$ cat src/rtl/xlat_pkg.sv
// Shared definitions for the page table walker.
// Assumes each table entry is 4 bytes, so an index becomes a byte offset by a shift of 2.
package xlat_pkg;
    typedef enum logic [2:0] {
        ST_IDLE,
        ST_RD_DIR,
        ST_RD_LEAF,
        ST_OK,
        ST_FLT
    } walk_st_e;

    localparam int unsigned PTE_SHIFT = 2;
endpackage

$ cat src/rtl/xlat_base_reg.sv
// Holds the directory base register.
// Assumes `idle` is high only while no walk is in progress. Writes made at other times are dropped.
module xlat_base_reg #(
    parameter int unsigned        ADDR_W  = 32,
    parameter logic [ADDR_W-1:0]  RST_VAL = '0
) (
    input  logic              clk,
    input  logic              rst_n,
    input  logic              wr_en,
    input  logic [ADDR_W-1:0] wr_data,
    input  logic              idle,
    output logic [ADDR_W-1:0] base_q
);
    // Load a new base only while the walker is idle.
    always_ff @(posedge clk) begin
        if (!rst_n) begin
            base_q <= RST_VAL;
        end else if (wr_en && idle) begin
            base_q <= wr_data;
        end
    end
endmodule

$ cat src/rtl/xlat_walk_ctl.sv
// Walk sequencer. It takes a request, waits for each table read to return,
// checks the valid bit and records the frame number or the level that faulted.
// Assumes memory answers each read exactly once, with mem_rd_valid.
module xlat_walk_ctl
    import xlat_pkg::*;
#(
    parameter int unsigned ADDR_W  = 32,
    parameter int unsigned OFF_W   = 12,
    localparam int unsigned FRAME_W = ADDR_W - OFF_W
) (
    input  logic               clk,
    input  logic               rst_n,
    input  logic               req_valid,
    input  logic [ADDR_W-1:0]  req_vaddr,
    input  logic               mem_rd_valid,
    input  logic [ADDR_W-1:0]  mem_rd_data,
    output walk_st_e           state_q,
    output logic [ADDR_W-1:0]  vaddr_q,
    output logic [FRAME_W-1:0] frame_q,
    output logic               flt_lvl_q
);
    logic entry_ok;
    logic unused_flags;

    assign entry_ok     = mem_rd_data[0];
    assign unused_flags = ^mem_rd_data[OFF_W-1:1];

    // Next state: one table read per level, then one cycle to report the result.
    always_ff @(posedge clk) begin
        if (!rst_n) begin
            state_q <= ST_IDLE;
        end else begin
            unique case (state_q)
                ST_IDLE:    if (req_valid) state_q <= ST_RD_DIR;
                ST_RD_DIR:  if (mem_rd_valid) state_q <= entry_ok ? ST_RD_LEAF : ST_FLT;
                ST_RD_LEAF: if (mem_rd_valid) state_q <= entry_ok ? ST_OK : ST_FLT;
                default:    state_q <= ST_IDLE;
            endcase
        end
    end

    // Capture the request address when the walker accepts a request.
    always_ff @(posedge clk) begin
        if (!rst_n) begin
            vaddr_q <= '0;
        end else if (state_q == ST_IDLE && req_valid) begin
            vaddr_q <= req_vaddr;
        end
    end

    // Frame latch. It holds the leaf-table frame after the directory read and the data frame after the leaf read.
    always_ff @(posedge clk) begin
        if (!rst_n) begin
            frame_q <= '0;
        end else if ((state_q == ST_RD_DIR || state_q == ST_RD_LEAF) && mem_rd_valid) begin
            frame_q <= mem_rd_data[ADDR_W-1:OFF_W];
        end
    end

    // Record which level an invalid entry was found at.
    always_ff @(posedge clk) begin
        if (!rst_n) begin
            flt_lvl_q <= 1'b0;
        end else if (mem_rd_valid && !entry_ok) begin
            if (state_q == ST_RD_DIR)       flt_lvl_q <= 1'b0;
            else if (state_q == ST_RD_LEAF) flt_lvl_q <= 1'b1;
        end
    end
endmodule

$ cat src/rtl/xlat_addr_gen.sv
// Builds the entry address for each table read and the response fields, from the walk state.
// Purely combinational. Assumes the address is ADDR_W bits wide and splits as directory index, leaf index, then offset.
module xlat_addr_gen
    import xlat_pkg::*;
#(
    parameter int unsigned ADDR_W  = 32,
    parameter int unsigned OFF_W   = 12,
    parameter int unsigned IDX_W   = 10,
    localparam int unsigned FRAME_W = ADDR_W - OFF_W
) (
    input  walk_st_e           state_q,
    input  logic [ADDR_W-1:0]  base_q,
    input  logic [ADDR_W-1:0]  vaddr_q,
    input  logic [FRAME_W-1:0] frame_q,
    input  logic               flt_lvl_q,
    output logic               rd_en,
    output logic [ADDR_W-1:0]  rd_addr,
    output logic               ready,
    output logic               rsp_valid,
    output logic [ADDR_W-1:0]  rsp_paddr,
    output logic               rsp_fault,
    output logic               rsp_lvl
);
    logic [IDX_W-1:0]  dir_idx;
    logic [IDX_W-1:0]  leaf_idx;
    logic [ADDR_W-1:0] dir_addr;
    logic [ADDR_W-1:0] leaf_addr;

    assign dir_idx   = vaddr_q[ADDR_W-1 -: IDX_W];
    assign leaf_idx  = vaddr_q[OFF_W +: IDX_W];
    assign dir_addr  = base_q + (ADDR_W'(dir_idx) << PTE_SHIFT);
    assign leaf_addr = {frame_q, {OFF_W{1'b0}}} | (ADDR_W'(leaf_idx) << PTE_SHIFT);

    // Choose the read address and the response fields for the current state.
    always_comb begin
        rd_en     = (state_q == ST_RD_DIR) || (state_q == ST_RD_LEAF);
        rd_addr   = (state_q == ST_RD_LEAF) ? leaf_addr : dir_addr;
        ready     = (state_q == ST_IDLE);
        rsp_valid = (state_q == ST_OK) || (state_q == ST_FLT);
        rsp_fault = (state_q == ST_FLT);
        rsp_lvl   = (state_q == ST_FLT) && flt_lvl_q;
        rsp_paddr = (state_q == ST_OK) ? {frame_q, vaddr_q[OFF_W-1:0]} : '0;
    end
endmodule

$ cat src/rtl/xlat_walker.sv
// Top level of the page table walker. It joins the base register, the walk sequencer and the address generator.
// Assumes ADDR_W = 2*IDX_W + OFF_W and one outstanding memory read at a time.
module xlat_walker
    import xlat_pkg::*;
#(
    parameter int unsigned       ADDR_W   = 32,
    parameter int unsigned       OFF_W    = 12,
    parameter int unsigned       IDX_W    = 10,
    parameter logic [ADDR_W-1:0] BASE_RST = '0
) (
    input  logic              clk,
    input  logic              rst_n,
    input  logic              base_wr,
    input  logic [ADDR_W-1:0] base_wdata,
    input  logic              req_valid,
    input  logic [ADDR_W-1:0] req_vaddr,
    output logic              req_ready,
    output logic              mem_rd_en,
    output logic [ADDR_W-1:0] mem_rd_addr,
    input  logic              mem_rd_valid,
    input  logic [ADDR_W-1:0] mem_rd_data,
    output logic              resp_valid,
    output logic [ADDR_W-1:0] resp_paddr,
    output logic              resp_fault,
    output logic              resp_fault_lvl
);
    localparam int unsigned FRAME_W = ADDR_W - OFF_W;

    walk_st_e           state_q;
    logic [ADDR_W-1:0]  base_q;
    logic [ADDR_W-1:0]  vaddr_q;
    logic [FRAME_W-1:0] frame_q;
    logic               flt_lvl_q;

    xlat_base_reg #(.ADDR_W(ADDR_W), .RST_VAL(BASE_RST)) u_base (
        .clk     (clk),
        .rst_n   (rst_n),
        .wr_en   (base_wr),
        .wr_data (base_wdata),
        .idle    (state_q == ST_IDLE),
        .base_q  (base_q)
    );

    xlat_walk_ctl #(.ADDR_W(ADDR_W), .OFF_W(OFF_W)) u_ctl (
        .clk          (clk),
        .rst_n        (rst_n),
        .req_valid    (req_valid),
        .req_vaddr    (req_vaddr),
        .mem_rd_valid (mem_rd_valid),
        .mem_rd_data  (mem_rd_data),
        .state_q      (state_q),
        .vaddr_q      (vaddr_q),
        .frame_q      (frame_q),
        .flt_lvl_q    (flt_lvl_q)
    );

    xlat_addr_gen #(.ADDR_W(ADDR_W), .OFF_W(OFF_W), .IDX_W(IDX_W)) u_agen (
        .state_q   (state_q),
        .base_q    (base_q),
        .vaddr_q   (vaddr_q),
        .frame_q   (frame_q),
        .flt_lvl_q (flt_lvl_q),
        .rd_en     (mem_rd_en),
        .rd_addr   (mem_rd_addr),
        .ready     (req_ready),
        .rsp_valid (resp_valid),
        .rsp_paddr (resp_paddr),
        .rsp_fault (resp_fault),
        .rsp_lvl   (resp_fault_lvl)
    );
endmodule

$ cat config.mk
export PLATFORM = sky130hd
export DESIGN_NAME = xlat_walker
export DESIGN_NICKNAME = d
export VERILOG_FILES = /design/src/rtl/xlat_pkg.sv /design/src/rtl/xlat_base_reg.sv /design/src/rtl/xlat_walk_ctl.sv /design/src/rtl/xlat_addr_gen.sv /design/src/rtl/xlat_walker.sv
export SDC_FILE = /design/constraint.sdc
export NUM_CORES = 1
export LEC_CHECK = 0
export BUFFER_PORTS_ARGS = -buffer_cell sky130_fd_sc_hd__buf_2
export CORE_ASPECT_RATIO = 1.4
export CORE_MARGIN = 1.5
export CORE_UTILIZATION = 45
export DETAILED_ROUTE_END_ITERATION = 7
export GPL_TIMING_DRIVEN = 0
export PLACE_DENSITY = 0.76
export SLEW_MARGIN = 20
export SYNTH_ARGS = -nofsm -noshare
export SYNTH_HDL_FRONTEND = slang
export SYNTH_SLANG_ARGS = --single-unit
$ cat constraint.sdc
create_clock -name clk -period 2.25 [get_ports clk]
set_clock_uncertainty 0.05 [all_clocks]
set_input_delay 0.225 -clock clk [delete_from_list [all_inputs] [get_ports clk]]
set_output_delay 0.225 -clock clk [all_outputs]
set_load 0.1 [all_outputs]
### Yosys cells after proc, flatten, opt, wreduce, memory -nomap -nowiden

Index checks and enable logic that the tools add are counted.

* bitwise logic cells: 1
* $add $sub $neg: 1
* reductions and logical operators: 12
* equality and inequality tests: 7
* mux-type cells: 10

Operator list (number)
* 2-to-1 mux 32 bit: 2
* adder 32 x 12 -> 32 bit: 1
* bitwise OR 32 x 12 -> 32 bit: 1
* 2-to-1 mux 3 bit: 5
* one-hot mux 3 bit (3 select lines): 1
* == test 3 x 2 -> 1 bit, second input constant: 2
* inequality test 2 bit, second input constant: 3
* logical AND 1 bit: 5
* == test 3 x 1 -> 1 bit, second input constant: 1
* == test 3 bit, second input constant: 1
* zero test 3 bit: 1
* AND reduction 3 bit: 1
* logical OR 1 bit: 2
* 2-to-1 mux 1 bit: 2
* AND reduction 2 bit: 1
* nonzero test 2 bit: 1
* zero test 1 bit: 1

* register bits: 88

### Depth between registers and ports, before layout

Gate-level depths: netlist of run 1.

* depth in word-level cells: 3
* gate-level depth with buffers: 8
* gate-level depth less buffers: 8

### Modules after synthesis

From an unflattened synthesis of run 1, not the netlist that was laid out.

* cell total of the unflattened synthesis: 623
* area total of the unflattened synthesis: 5064.9 µm²

By module, submodules not included
* xlat_walk_ctl: area an instance 2215.9 µm², times used 1, cells an instance 251
* xlat_addr_gen: area an instance 1455.1 µm², times used 1, cells an instance 224
* xlat_base_reg: area an instance 1383.8 µm², times used 1, cells an instance 147
* xlat_walker: area an instance 10.0 µm², times used 1, cells an instance 1

### Worst setup path before layout of run 1

OpenSTA, ideal clock, no wires.

* path kind: flip-flop to output port
* start: register u_base.base_q[2]
* end: output port mem_rd_addr[10]
* setup slack: -1.814 ns
* cell stages (with the launch flop): 8
* data required time: 1.975 ns
* buffers on the path: 0
* arrival time: 3.789 ns
* cells stage by stage: dfxtp_1 > ha_1 > fa_1 > a211oi_1 > nor3_2 > nor3_1 > xor2_1 > o21ai_0

* longest elaborated chain between the ends: 2

Ends and longest elaborated chain
* from (decl): RTL line xlat_base_reg.sv:12 `output logic [ADDR_W-1:0] base_q`
* from (signal assigned): RTL line xlat_base_reg.sv:19 `base_q <= wr_data;`
* adder 32 x 12 -> 32 bit: RTL line xlat_addr_gen.sv:31 `assign dir_addr = base_q + (ADDR_W'(dir_idx) << PTE_SHIFT);`
* 2-to-1 mux 32 bit: RTL line xlat_addr_gen.sv:37 `rd_addr = (state_q == ST_RD_LEAF) ? leaf_addr : dir_addr;`
* to (decl): RTL line xlat_walker.sv:19 `output logic [ADDR_W-1:0] mem_rd_addr,`

Every way passes these cells.

### Worst setup path in the final report of run 1

* start: register u_ctl.vaddr_q[22]
* end: output port mem_rd_addr[28]

* longest elaborated chain between the ends: 2

Ends and longest elaborated chain
* from (decl): RTL line xlat_walk_ctl.sv:18 `output logic [ADDR_W-1:0] vaddr_q,`
* from (signal assigned): RTL line xlat_walk_ctl.sv:47 `vaddr_q <= req_vaddr;`
* adder 32 x 12 -> 32 bit: RTL line xlat_addr_gen.sv:31
* 2-to-1 mux 32 bit: RTL line xlat_addr_gen.sv:37

Every way passes these cells.

==> results of run 1 <==
## area by class of cell
class	count	area, um^2	share of cell area [%]
multi-input combinational	492	3556	47.24
sequential	88	1769	23.50
timing repair buffer	172	1513	20.10
clock buffer	9	225.2	2.992
buffer	42	224.0	2.975
tap	138	172.7	2.294
clock inverter	7	60.06	0.7979
inverter	2	7.507	0.09973
## synthesized netlist by cell type
library cell,count
nand2_1,204
dfxtp_1,88
a21boi_1,63
and3_1,38
clkbuf_1,35
a21boi_0,23
a21oi_1,20
xnor2_1,19
nor2_1,18
o21ai_1,13
o21ai_0,12
ha_1,10
and2_1,8
buf_2,8
nand3_1,8
xor2_1,6
nor3_1,5
a211oi_1,4
a21o_1,4
a211oi_2,3
a31oi_1,3
nand2b_1,3
nor2b_1,3
o21bai_1,3
or3_1,3
and4_4,2
inv_1,2
nand4_1,2
nor3b_1,2
o211ai_1,2
a211o_1,1
and4_1,1
fa_1,1
nand3b_1,1
nand4_2,1
nand4b_1,1
nor3_2,1
o211ai_2,1
o21a_1,1
o31ai_1,1
o32ai_4,1
## timing repair
action / CTS / global route
pin swaps: 7 / 23
setup endpoints to repair: 63 / 61
setup buffers: 8 / 8
resized for setup: 177 / 79
## worst max-delay path by stage
stage,startpoint,end,slack [ps],depth (start not counted)
after floorplan,u_ctl.vaddr_q[22],mem_rd_addr[16],-430,8
after global placement,u_base.base_q[2],mem_rd_addr[24],-640,9
after detailed placement,u_ctl.state_q[1],mem_rd_addr[26],-660,9
after CTS,u_ctl.vaddr_q[22],mem_rd_addr[28],-680,10
after global routing,u_base.base_q[6],mem_rd_addr[26],-840,9
final,u_ctl.vaddr_q[22],mem_rd_addr[28],-760,10
## power groups by stage
stage | Clock, mW | Combinational [mW] | Sequential, mW
after detailed placement | 0 | 1.19 | 1.77
after floorplan | 0 | 0.940 | 1.75
after global routing | 1.51 | 1.57 | 1.77
after CTS | 1.45 | 1.40 | 1.74
after global placement | 0 | 1.18 | 1.77
final | 1.45 | 1.51 | 1.76
## metal layers
metal	part of all wire (%)	GRT usage (%)	routed length, um	up-vias
li1	-	-	-	2469
met1	36	31.63	6151	2488
met2	51	48.60	8755	285
met3	7.2	4.307	1239	77
met4	5.9	16.74	1007	0
met5	0	0	0	-
## stage by stage
stage | setup WS [ps] | hold slack, ps | utilization, % | power (mW) | std cells
floorplan | -426.5 | 302.3 | - | 2.688 | 625
global placement | -635.8 | 385.4 | 59.19 | 2.942 | 920
detailed placement | -656.0 | 394.3 | 59.19 | 2.964 | 920
CTS | -683.3 | 54.22 | 69.04 | 4.601 | 943
global route | -837.6 | 68.04 | 73.12 | 4.850 | 950
finish | -760.7 | 54.39 | 73.12 | 4.723 | 950
## cells in the final DEF (no fill, tap or decap), types with 6 or more instances in the layout
| cell | count |
|---|---|
| a21boi_0 | 23 |
| a21boi_1 | 62 |
| a21oi_1 | 6 |
| a21oi_4 | 11 |
| and2_1 | 6 |
| and3_1 | 38 |
| buf_12 | 32 |
| buf_2 | 103 |
| buf_4 | 27 |
| buf_6 | 19 |
| clkbuf_1 | 22 |
| clkbuf_16 | 9 |
| clkbuf_2 | 6 |
| dfxtp_1 | 82 |
| dfxtp_2 | 6 |
| nand2_1 | 200 |
| nand3_1 | 7 |
| nor2_1 | 16 |
| o21ai_4 | 17 |
| xnor2_2 | 14 |
## sequential cells by signal, summed over array words and instances (netlist names)
register and cells:
u_ctl.frame_q 20, u_ctl.flt_lvl_q 1, u_ctl.state_q 3, u_base.base_q 32, u_ctl.vaddr_q 32
## worst register-to-register path, delay by kind of cell (launching register included)
family                 cells  cell delay (ps)
buffers and inverters      2              430
flip-flops                 1              390
AO/OA/AOI/OAI              1              280
AND/OR/NAND/NOR            3              610
## kinds of logic after synthesis
| family | share of synthesized area (%) |
|---|---|
| AND/OR/NAND/NOR | 28.31 |
| AO/OA/AOI/OAI | 23.00 |
| flip-flops | 37.22 |
| buffers and inverters | 3.780 |
| XOR/XNOR | 4.626 |
| adder cells (fa/ha/maj) | 3.066 |
==> impl_metrics.csv, run 1 <==
group,metric,value,unit
routing,drt-total-wl,17150,um
logic_synthesis,ys_warn_count,0,
placed_design,place_area,6093,um^2
grt,grt_pass1_wl,24350,um
floorplanning,initial_utilization,45.98,%
critical_path,cp_top_family,"compound AO/OA/AOI/OAI gates",
sta,setup_violations,26,
layout,num-fill-cells,719,
clock_network,htreeDepth,3,
grt,grt-ovfl-total,0,
sta,final.setup.worst_slack,-760.7,ps
grt,antenna_found_initial,0,
routing,wl_per_cell,18.06,um
run,cap_violations,0,
hold_path,hp-class,"input port to register",
critical_path,crit_path_top_delay_cell,"fa_2",
clock_network,cts_tree,"done",
pwr,leakage,3.130,nW
critical_path,required,1980,ps
clock_network,cts_hold_buf,0,
routing,antenna_left,0,
routing,post_drt_via_cell_ratio,5.599,
clock_network,cts_sinks,88,
logic_synthesis,ys_ff_latch,88,
logic_synthesis,synth_top_area_share,37.22,%
grt,grt_pass1_vias,5075,
floorplanning,die_x,89.68,um
sta,finalCriticalPeriod,3011,ps
logic_synthesis,syn_area_per_cell,7.573,um^2
layout,drive_above_1_share,38.05,%
layout,nNetsFinal,919,
grt,grt_usage,28.25,%
critical_path,rr_startpoint,"u_ctl.state_q[0]",
clock_network,clock_latency,350,ps
sta,rsz0062_at_grt,"yes",
floorplanning,core.rowCount,44,
critical_path,r2r_cells,6,
critical_path,start_kind,"register",
placed_design,portBuffers,157,
critical_path,worst_r2r_endpoint,"u_ctl.vaddr_q[17]",
pwr,p_seq_share,37.3,%
routing,drc,0,
critical_path,rrSetupSlack,390,ps
placed_design,gp_congestion,0.8818,
run_status,status,"finished with violations",
pwr,clockPowerShare,30.8,%
grt,grt_max_degree,18,
sta,max_freq,332.1,MHz
critical_path,path_buf_inv,2,
sta,finalSetupTns,-15830,ps
pwr,swShare,37.04,%
pwr,p_sw,1.749,mW
logic_synthesis,netlist_instances,625,
logic_synthesis,syn_area,4733,um^2
routing,route.vias.total,5319,
sta,period_share,133.8,%
logic_synthesis,syn-num-nets,737,
critical_path,cp.arrival,2740,ps
layout,diodes,0,
routing,detail_route.first_pass.iterations,5,
logic_synthesis,synthDistinctLibCells,41,
clock_network,clk_path_buf_depth,2,
logic_synthesis,synth_area_leader_cell,"dfxtp_1",
critical_path,critical_path_class,"register to output port",
logic_synthesis,synth_area_leaders,"dfxtp_1 (37%), nand2_1 (16%), a21boi_1 (10%)",
critical_path,crit_chain,"ha_4 > fa_2 > a211oi_2 > nor3_2 > o32ai_4 > buf_12 > nor3_2 > xnor2_2 > o21ai_4 > buf_12",
pwr,power_density,627.4,nW/um^2
routing,drt_iter0_drc,265,
critical_path,cpPeakStageDelay,370,ps
critical_path,cp_max_fo,10,
layout,design_area,7527,um^2
sta,slew_viol_final,0,
hold_path,hold_start,"req_vaddr[13]",
clock_network,clk_pin_slew,70,ps
clock_network,cts_root_buf,"clkbuf_16",
hold_path,whs_path_depth,3,
pwr,power_frac_comb,31.9,%
floorplanning,coreArea,10290,um^2
floorplanning,dieArea,11150,um^2
pwr,intPower,2.973,mW
critical_path,cp-end-kind,"output port",
hold_path,hold_end,"u_ctl.vaddr_q[13]",
placed_design,dp_hpwl,10960,um
logic_synthesis,ys_seq_area_share,37.22,%
sta,slew_headroom,62.09,%
layout,syn2layout_area_growth,59.03,%
floorplanning,die_y,124.4,um
sta,hold_violations,0,
pwr,ir_drop,0.0003434,V
floorplanning,pin_count,170,
sta,tightest_slew,568.6,ps
run_status,violations,"setup timing",
clock_network,cts_made_buffers,9,
(Power assumes the default switching activity.)
==> run 2, diff against run 1 <==
BUFFER_PORTS_ARGS = -buffer_cell sky130_fd_sc_hd__buf_4   (was -buffer_cell sky130_fd_sc_hd__buf_2)
==> impl_metrics.csv, run 2 (same netlist as run 1, synthesis figures left out) <==
group,metric,value,unit
run_status,status,"finished with violations",
run_status,violations,"setup timing",
sta,final.setup.worst_slack,-752.0,ps
sta,rsz0062_at_grt,"yes",
layout,syn2layout_area_growth,67.75,%
pwr,ir_drop,0.0004418,V
routing,route.vias.total,5260,
sta,setup_violations,27,
clock_network,clk_path_buf_depth,2,
layout,drive_above_1_share,40.81,%
critical_path,start_kind,"register",
floorplanning,dieArea,11150,um^2
floorplanning,pin_count,170,
floorplanning,die_y,124.4,um
floorplanning,coreArea,10290,um^2
grt,antenna_found_initial,0,
sta,finalCriticalPeriod,3002,ps
routing,drt-total-wl,17130,um
pwr,finalPower,4.873,mW
critical_path,critical_path_class,"register to output port",
clock_network,cts_hold_buf,0,
sta,finalSetupTns,-15820,ps
critical_path,required,1980,ps
floorplanning,core.rowCount,44,
grt,grt-ovfl-total,0,
layout,layout_commonest_cell,"nand2_1",
critical_path,startpoint,"u_ctl.vaddr_q[22]",
routing,wl_per_cell,17.95,um
clock_network,cts_root_buf,"clkbuf_16",
critical_path,cp.arrival,2730,ps
floorplanning,die_x,89.68,um
grt,grt_usage,29.34,%
routing,post_drt_via_cell_ratio,5.514,
routing,antenna_left,0,
floorplanning,initial_utilization,45.98,%
placed_design,portBuffers,157,
clock_network,htreeDepth,3,
sta,hold_violations,0,
critical_path,cp-end-kind,"output port",
layout,top_regs,"u_base.base_q: 32 flops, u_ctl.vaddr_q: 32 flops, u_ctl.frame_q: 20 flops",
hold_path,hp-class,"input port to register",
placed_design,gp_congestion,0.8907,
sta,slew_headroom,61.02,%
pwr,power_density,613.7,nW/um^2
sta,tightest_slew,584.8,ps
sta,max_freq,333.1,MHz
clock_network,clock_latency,350,ps
routing,drc,0,
clock_network,cts_made_buffers,9,
critical_path,rr_startpoint,"u_ctl.state_q[0]",
layout,nNetsFinal,923,
hold_path,hold_start,"req_vaddr[7]",
sta,period_share,133.4,%
clock_network,clk_pin_slew,70,ps
sta,slew_viol_final,0,
placed_design,place_area,6486,um^2
layout,diodes,0,
clock_network,cts_tree,"done",
grt,grt_max_degree,17,
clock_network,cts_sinks,88,
run,cap_violations,0,
layout,design_area,7940,um^2
critical_path,cp_max_fo,10,
grt,grt_pass1_wl,25060,um
grt,grt_pass1_vias,5101,
routing,detail_route.first_pass.iterations,5,
layout,final_cell_mix,"nand2_1 (197), buf_4 (139), dfxtp_1 (72)",
routing,drt_iter0_drc,313,
pwr,leakage,3.269,nW
placed_design,dp_hpwl,11080,um
critical_path,rrSetupSlack,420,ps
-- run 2: report_power, final --
part | internal, mW | switching (mW) | total (mW) | leakage (nW)
registers | 1.66 | 0.111 | 1.77 | 0.728
logic | 0.612 | 0.962 | 1.57 | 2.39
clock network | 0.874 | 0.657 | 1.53 | 0.151
total | 3.14 | 1.73 | 4.87 | 3.27
-- run 2: path summary, 6_finish.rpt --
path | end | cells past startpoint
max | mem_rd_addr[26] | 10
min | u_ctl.vaddr_q[7] | 3
max reg2reg | u_ctl.vaddr_q[27] | 6
min reg2reg | u_ctl.vaddr_q[7] | 2
-- run 2: routing by layer --
layer  global-route usage, %  part of all wire (%)
met1                   33.26                    37
met2                   50.70                    51
met3                   4.042                   6.5
met4                   16.65                   5.5
met5                       0                     0
-- run 2: cell type report --
type                            instances  area [um^2]
Inverter                                2        7.507
Timing Repair Buffer                  176         1758
Clock inverter                          7        78.83
Clock buffer                            9        225.2
Fill cell                             649         2355
Multi-Input combinational cell        492         3638
Tap cell                              138        172.7
Sequential cell                        88         1792
Buffer                                 42        267.8
-- run 2: worst max-delay path, stage by stage, from the launching register on --
cell and delay, ps:
dfxtp_2 340, ha_4 160, fa_2 370, a211oi_2 300, nor3_2 100, o32ai_4 250, buf_12 170, nor3_1 60
xnor2_1 310, o21ai_4 110, buf_12 180
-- run 2: through the flow --
stage                     setup WS (ps)  hold slack [ps]  std cells  util (%)
after floorplan                  -426.5            302.3        625         -
after global placement           -498.9            385.5        920     63.00
after detailed placement         -537.0            394.0        920     63.00
after CTS                        -671.0            65.85        949     75.18
after global routing             -831.9            73.17        954     77.13
final                            -752.0            63.20        954     77.13
-- run 2: repair_timing --
item | in CTS | in global routing
pin swaps | 30 | 19
gates resized for setup | 180 | 38
buffers inserted | 14 | 5
endpoints found under the setup margin | 62 | 56
